File: config.mk
export PLATFORM = sky130hd
export DESIGN_NAME = hb16to32_bridge
export DESIGN_NICKNAME = d
export VERILOG_FILES = /design/src/rtl/hb16_pkg.sv /design/src/rtl/hb16_pair_track.sv /design/src/rtl/hb16_wr_gather.sv /design/src/rtl/hb16_rd_split.sv /design/src/rtl/hb16to32_bridge.sv
export SDC_FILE = /design/constraint.sdc
export NUM_CORES = 1
export LEC_CHECK = 0
export ABC_AREA = 0
export BUFFER_PORTS_ARGS = -buffer_cell sky130_fd_sc_hd__clkbuf_2
export CAP_MARGIN = 20
export CORE_UTILIZATION = 35
export DETAILED_ROUTE_END_ITERATION = 6
export GPL_ROUTABILITY_DRIVEN = 0
export PLACE_DENSITY = 0.52
export SETUP_SLACK_MARGIN = 0.2
export SYNTH_ARGS = -nofsm -noshare
export SYNTH_HDL_FRONTEND = slang
export SYNTH_SLANG_ARGS = --single-unit
File: constraint.sdc
create_clock -name clk -period 4.2 [get_ports clk]
set_input_delay 0.84 -clock clk [delete_from_list [all_inputs] [get_ports clk]]
set_output_delay 0.84 -clock clk [all_outputs]
set_load 0.1 [all_outputs]
File: src/rtl/hb16_pkg.sv
`timescale 1ns/1ps
// Shared widths and access classification types for the half-word bridge.
// Assumes a 16-bit host half and a 32-bit internal word.
package hb16_pkg;
    localparam int HALF_W = 16;
    localparam int WORD_W = 2 * HALF_W;

    typedef enum logic [1:0] {
        ACC_NONE = 2'd0,
        ACC_WR   = 2'd1,
        ACC_RD   = 2'd2
    } acc_kind_e;

    typedef enum logic [1:0] {
        CLS_IDLE   = 2'd0,
        CLS_FIRST  = 2'd1,
        CLS_SECOND = 2'd2,
        CLS_REPEAT = 2'd3
    } acc_class_e;
endpackage

File: src/rtl/hb16_pair_track.sv
`timescale 1ns/1ps
// Pairing tracker: remembers the pending first half (kind, half, word) and
// classifies each incoming access as first, second or repeated half.
// Assumes at most one access kind per cycle (priority resolved upstream).
module hb16_pair_track
    import hb16_pkg::*;
#(
    parameter int WADDR_W = 6
) (
    input  logic               clk,
    input  logic               rst_n,
    input  acc_kind_e          acc_kind,
    input  logic               acc_half,
    input  logic [WADDR_W-1:0] acc_waddr,
    output acc_class_e         acc_class
);
    logic               pend_valid;
    acc_kind_e          pend_kind;
    logic               pend_half;
    logic [WADDR_W-1:0] pend_waddr;
    logic               same_pair;

    // Classify the current access against the pending half.
    always_comb begin
        same_pair = pend_valid && (pend_kind == acc_kind) && (pend_waddr == acc_waddr);
        if (acc_kind == ACC_NONE) begin
            acc_class = CLS_IDLE;
        end else if (!same_pair) begin
            acc_class = CLS_FIRST;
        end else if (acc_half != pend_half) begin
            acc_class = CLS_SECOND;
        end else begin
            acc_class = CLS_REPEAT;
        end
    end

    // Update the pending-half record.
    always_ff @(posedge clk) begin
        if (!rst_n) begin
            pend_valid <= 1'b0;
            pend_kind  <= ACC_NONE;
            pend_half  <= 1'b0;
            pend_waddr <= '0;
        end else begin
            case (acc_class)
                CLS_FIRST: begin
                    pend_valid <= 1'b1;
                    pend_kind  <= acc_kind;
                    pend_half  <= acc_half;
                    pend_waddr <= acc_waddr;
                end
                CLS_SECOND, CLS_REPEAT: pend_valid <= 1'b0;
                default: ;
            endcase
        end
    end

    AST_PAIR_ENDS: assert property (@(posedge clk) disable iff (!rst_n)
        (acc_class == CLS_SECOND || acc_class == CLS_REPEAT) |=> (acc_class != CLS_SECOND && acc_class != CLS_REPEAT));
endmodule

File: src/rtl/hb16_wr_gather.sv
`timescale 1ns/1ps
// Write gatherer: holds the first write half and, on the opposite half,
// issues one registered 32-bit internal write with halves placed by address.
// Assumes classification from hb16_pair_track.
module hb16_wr_gather
    import hb16_pkg::*;
#(
    parameter int WADDR_W = 6
) (
    input  logic               clk,
    input  logic               rst_n,
    input  acc_class_e         acc_class,
    input  logic               is_wr,
    input  logic               acc_half,
    input  logic [WADDR_W-1:0] acc_waddr,
    input  logic [HALF_W-1:0]  wdata,
    output logic               wr_en,
    output logic [WADDR_W-1:0] wr_addr,
    output logic [WORD_W-1:0]  wr_data
);
    logic [HALF_W-1:0] hold_q;

    // Keep the first half's data until its partner arrives.
    always_ff @(posedge clk) begin
        if (!rst_n) begin
            hold_q <= '0;
        end else if (is_wr && acc_class == CLS_FIRST) begin
            hold_q <= wdata;
        end
    end

    // Issue the combined word when the partner half completes the pair.
    always_ff @(posedge clk) begin
        if (!rst_n) begin
            wr_en   <= 1'b0;
            wr_addr <= '0;
            wr_data <= '0;
        end else begin
            wr_en <= is_wr && (acc_class == CLS_SECOND);
            if (is_wr && acc_class == CLS_SECOND) begin
                wr_addr <= acc_waddr;
                wr_data <= acc_half ? {wdata, hold_q} : {hold_q, wdata};
            end
        end
    end

    AST_WR_SINGLE_PULSE: assert property (@(posedge clk) disable iff (!rst_n)
        wr_en |=> !wr_en);
endmodule

File: src/rtl/hb16_rd_split.sv
`timescale 1ns/1ps
// Read splitter: latches the fetched word on the first read half and serves
// the second half from the latch; an invalid repeat returns zero data.
// Assumes the internal word is valid in the cycle of the fetch strobe.
module hb16_rd_split
    import hb16_pkg::*;
(
    input  logic              clk,
    input  logic              rst_n,
    input  acc_class_e        acc_class,
    input  logic              is_rd,
    input  logic              acc_half,
    input  logic [WORD_W-1:0] fetch_data,
    output logic              rvalid,
    output logic [HALF_W-1:0] rdata
);
    logic [WORD_W-1:0] latch_q;
    logic [WORD_W-1:0] src_word;

    // Pick the word that serves this read: fresh fetch or latched copy.
    always_comb begin
        src_word = (acc_class == CLS_FIRST) ? fetch_data : latch_q;
    end

    // Capture the fetched word once per pair.
    always_ff @(posedge clk) begin
        if (!rst_n) begin
            latch_q <= '0;
        end else if (is_rd && acc_class == CLS_FIRST) begin
            latch_q <= fetch_data;
        end
    end

    // Register the returned half; zero whenever not valid.
    always_ff @(posedge clk) begin
        if (!rst_n) begin
            rvalid <= 1'b0;
            rdata  <= '0;
        end else if (is_rd && (acc_class == CLS_FIRST || acc_class == CLS_SECOND)) begin
            rvalid <= 1'b1;
            rdata  <= acc_half ? src_word[WORD_W-1:HALF_W] : src_word[HALF_W-1:0];
        end else begin
            rvalid <= 1'b0;
            rdata  <= '0;
        end
    end

    AST_INVALID_ZERO: assert property (@(posedge clk) disable iff (!rst_n)
        !rvalid |-> (rdata == '0));
endmodule

File: src/rtl/hb16to32_bridge.sv
`timescale 1ns/1ps
// Top: bridges 16-bit host half-word accesses to a 32-bit internal port.
// Address bit 1 selects the half, bits ADDR_W-1..2 the word. Writes win
// over simultaneous reads. Assumes one-cycle host strobes.
module hb16to32_bridge
    import hb16_pkg::*;
#(
    parameter int ADDR_W = 8
) (
    input  logic                clk,
    input  logic                rst_n,
    input  logic [ADDR_W-1:1]   host_addr,
    input  logic                host_wr_en,
    input  logic [15:0]         host_wdata,
    input  logic                host_rd_en,
    output logic [15:0]         host_rdata,
    output logic                host_rvalid,
    output logic                host_err,
    output logic                reg_wr_en,
    output logic [ADDR_W-3:0]   reg_wr_addr,
    output logic [31:0]         reg_wr_data,
    output logic                reg_rd_en,
    output logic [ADDR_W-3:0]   reg_rd_addr,
    input  logic [31:0]         reg_rd_data
);
    localparam int WADDR_W = ADDR_W - 2;

    acc_kind_e          acc_kind;
    acc_class_e         acc_class;
    logic               is_wr;
    logic               is_rd;
    logic               acc_half;
    logic [WADDR_W-1:0] acc_waddr;

    // Decode the access kind (write priority) and address fields.
    always_comb begin
        is_wr     = host_wr_en;
        is_rd     = host_rd_en && !host_wr_en;
        acc_half  = host_addr[1];
        acc_waddr = host_addr[ADDR_W-1:2];
        if (is_wr)      acc_kind = ACC_WR;
        else if (is_rd) acc_kind = ACC_RD;
        else            acc_kind = ACC_NONE;
    end

    hb16_pair_track #(.WADDR_W(WADDR_W)) u_track (
        .clk       (clk),
        .rst_n     (rst_n),
        .acc_kind  (acc_kind),
        .acc_half  (acc_half),
        .acc_waddr (acc_waddr),
        .acc_class (acc_class)
    );

    hb16_wr_gather #(.WADDR_W(WADDR_W)) u_wr (
        .clk       (clk),
        .rst_n     (rst_n),
        .acc_class (acc_class),
        .is_wr     (is_wr),
        .acc_half  (acc_half),
        .acc_waddr (acc_waddr),
        .wdata     (host_wdata),
        .wr_en     (reg_wr_en),
        .wr_addr   (reg_wr_addr),
        .wr_data   (reg_wr_data)
    );

    hb16_rd_split u_rd (
        .clk        (clk),
        .rst_n      (rst_n),
        .acc_class  (acc_class),
        .is_rd      (is_rd),
        .acc_half   (acc_half),
        .fetch_data (reg_rd_data),
        .rvalid     (host_rvalid),
        .rdata      (host_rdata)
    );

    // Fetch the internal word only on a read that opens a pair.
    always_comb begin
        reg_rd_en   = is_rd && (acc_class == CLS_FIRST);
        reg_rd_addr = acc_waddr;
    end

    // Flag a repeated half for one cycle.
    always_ff @(posedge clk) begin
        if (!rst_n) host_err <= 1'b0;
        else        host_err <= (acc_class == CLS_REPEAT);
    end

    AST_WR_FOLLOWS_HOST_WR: assert property (@(posedge clk) disable iff (!rst_n)
        reg_wr_en |-> $past(host_wr_en));
    AST_NO_WR_ON_ERR: assert property (@(posedge clk) disable iff (!rst_n)
        host_err |-> !reg_wr_en);
    AST_FETCH_ONLY_READ: assert property (@(posedge clk) disable iff (!rst_n)
        reg_rd_en |-> (host_rd_en && !host_wr_en));
    AST_RVALID_AFTER_READ: assert property (@(posedge clk) disable iff (!rst_n)
        host_rvalid |-> ($past(host_rd_en) && !$past(host_wr_en)));
    AST_ERR_NOT_VALID: assert property (@(posedge clk) disable iff (!rst_n)
        host_err |-> !host_rvalid);
endmodule

==> results_dict.tcl <==
set metrics [dict create \
    status "completed" \
    synth-simple-area-share 0.155 \
    nets 669 \
    final_common_cell "nand2_1" \
    clk_latency_ns 0.41 \
    p_sw_w 0.000652 \
    drt-total-wl_mm 11.5 \
    overflow 0 \
    cts_made_buffers 17 \
    synth_cell_types 25 \
    crit_path_cell_trace "clkbuf_2, nor2b_1, xnor2_1, or4b_4, ha_1, nand2_1, inv_2, buf_12" \
    cts_max_path_buffers 2 \
    setup_ws_ns 0.515 \
    dp_cells 766 \
    synth_compound_area_frac 0.155 \
    max-cap-violations 0 \
    fill_cells 1349 \
    clock_skew_ns 0.00760 \
    irDropWorstVdd_v 0.000287 \
    grt_max_degree 99 \
    p_clk_frac 0.483 \
    dp_worst_setup_slack_ns 0.533 \
    yosysWarnings 0 \
    worst-path-buf-inv 3 \
    htree_levels 4 \
    leakage_nw 3.02 \
    synthXorXnorAreaFrac 0.0174 \
    fin_tns_setup_ns 0 \
    grt_pass1_vias 3707 \
    post-cts-setup-buffers 0 \
    via_per_inst 4.80 \
    async_reset_ff_frac 0 \
    critPathSlowestCell "or4b_4" \
    io_pins 123 \
    worstPathMaxFanout 33 \
    initial_utilization 0.358 \
    routedWlPerCell_um 14.4 \
    max_slew_margin 0.390 \
    ctsHoldBuffers 0 \
    finalHoldViolations 0 \
    synthFlopType "dfxtp_1" \
    die_h_um 121 \
    die_x_um 121 \
    rsz0062_at_grt "false" \
    fmax_mhz 271 \
    synth_top_area_share 0.463 \
    min_path_type "flip-flop to flip-flop" \
    criticalPathCategory "primary input to primary output" \
    seq_area_frac_synth 0.463 \
    die-area_um2 14700 \
    grt_pass1_wl_mm 18.4 \
    final-setup-viol-count 0 \
    diodes 0 \
    cp_slowest_stage_delay_ns 0.53 \
    crit_path_end_kind "primary output" \
    coreArea_um2 13900 \
    cts.clk_slew.worst_paths_ns 0.05 \
    synth_area_leaders "dfxtp_1, nand2_1, a21boi_0" \
    final_util 0.447 \
    hpwl_mm 7.30 \
    powerDensity_nw_per_um2 440 \
    root_buffer "clkbuf_16" \
    drive_gt1_frac 0.282 \
    crit_required_ns 3.36 \
    synth_top_family_by_area "simple AND/OR/NAND/NOR gates" \
    grt_antenna_before_repair 0 \
    syn-cell-area_um2 4970 \
    worstPathArrival_ns 2.85 \
    fin_crit_ns 3.69 \
    cts_tree "built" \
    intPower_w 0.00208 \
    slew_viol_final 0 \
    worstSetupStartpointType "primary input" \
    synthAdderAreaFrac 0.0126 \
    ys_ff_latch 115 \
    numPortBuffers 122 \
    syn_avg_cell_area_um2 9.88 \
    seq_power_share 0.418 \
    post-route-period-util 0.877 \
    crit_family "simple AND/OR/NAND/NOR gates" \
    areaGrowthSynthToFinish_pct 24.8 \
    ctsResizeCount 0 \
    ant_nets 0 \
    yosys.area.top_type "dfxtp_1" \
    drt-initial-drc-count 214 \
    grt.total_usage 0.166 \
    pwr-share-comb 0.099 \
    numClockSinks 115 \
    vias 3824 \
    num_rows 43 \
    syn-num-nets 567 \
    synth-edff-count 0 \
    first_pass_iters 4 \
    most-common-layout-cells "nand2_1, clkbuf_2, dfxtp_1" \
    synth_cells 503 \
    sw_frac_of_total 0.239 \
    tightest_slew_ns 0.916 \
    instances_no_fill 796 \
    drc 0 \
    synth_mux_area_frac 0.151 \
]
[sequential cells by signal (all words and copies together) (netlist names)]
| register | flops |
|---|---|
| u_rd.latch_q | 32 |
| u_track.pend_kind | 2 |
| u_track.pend_valid | 1 |
| u_rd.rdata | 16 |
| u_rd.rvalid | 1 |
| u_wr.wr_addr | 6 |
| u_track.pend_waddr | 6 |
| u_wr.wr_en | 1 |
| host_err | 1 |
| u_wr.wr_data | 32 |
| u_wr.hold_q | 16 |
| u_track.pend_half | 1 |
[final cells by class]
| class | count | area [um^2] | share of cell area |
|---|---|---|---|
| well taps | 180 | 225 | 0.0363 |
| clock buffers | 24 | 482 | 0.0777 |
| flip-flops and latches | 115 | 2300 | 0.371 |
| multi-input cells | 340 | 2440 | 0.394 |
| clock inverters | 6 | 55.1 | 0.00888 |
| inverters | 3 | 11.3 | 0.00182 |
| repair buffers | 128 | 683 | 0.110 |
[final timing paths]
kind / endpoint / startpoint / slack (ns) / cells past startpoint
max: reg_rd_en / host_wr_en / 0.51 / 8
min: u_rd.latch_q[3] / u_rd.latch_q[3] / 0.46 / 2
min reg2reg: u_rd.latch_q[3] / u_rd.latch_q[3] / 0.46 / 2
max reg2reg: u_wr.hold_q[4] / u_track.pend_waddr[4] / 1.60 / 8
[power by group through the flow]
stage / logic (W) / clock network (W) / registers (W)
4_1_cts: 0.000275 / 0.00135 / 0.00114
2_1_floorplan: 0.000174 / 0 / 0.00119
3_3_place_gp: 0.000269 / 0 / 0.00116
5_1_grt: 0.000295 / 0.00140 / 0.00114
3_5_place_dp: 0.000274 / 0 / 0.00116
6_report: 0.000271 / 0.00132 / 0.00114
[worst reg2reg max path, stage by stage (launching register included)]
cell and delay (ns):
dfxtp_1 0.35, xnor2_1 0.14, nand4_1 0.22, or4b_4 0.58, ha_1 0.22, buf_4 0.19
nand2_1 0.52, nand2_1 0.11, a21boi_0 0.19
[logic make-up after synthesis]
logic type               Yosys count
AND/OR/NAND/NOR                  180
AO/OA/AOI/OAI                     91
adder cells (fa/ha/maj)            5
buffers and inverters             48
multiplexers                      55
XOR/XNOR                           9
flip-flops                       115
[synthesized netlist by cell type, types with 2 or more instances]
| cell type | number |
|---|---|
| clkbuf_1 | 27 |
| ha_1 | 5 |
| nor2b_1 | 24 |
| xnor2_1 | 8 |
| mux4_2 | 16 |
| inv_1 | 2 |
| mux2i_1 | 39 |
| and2_1 | 3 |
| buf_2 | 10 |
| o211a_1 | 33 |
| nand2b_1 | 4 |
| nand4_1 | 2 |
| a21boi_0 | 56 |
| dfxtp_1 | 115 |
| buf_4 | 7 |
| nand2_1 | 143 |
[stage by stage]
step,area (um^2),hold slack [ns],power (W)
finish,6200,0.459,0.00273
global route,6200,0.489,0.00284
CTS,6200,0.465,0.00277
detailed placement,5660,0.458,0.00144
global placement,5660,0.449,0.00143
floorplan,4970,0.440,0.00136
[layer usage]
layer	track usage	routed length, um
met1	0.202	5310
met2	0.260	5280
met3	0.0616	722
met4	0.0694	159
met5	0	0
Note: power is estimated with default switching activity, not from simulation.
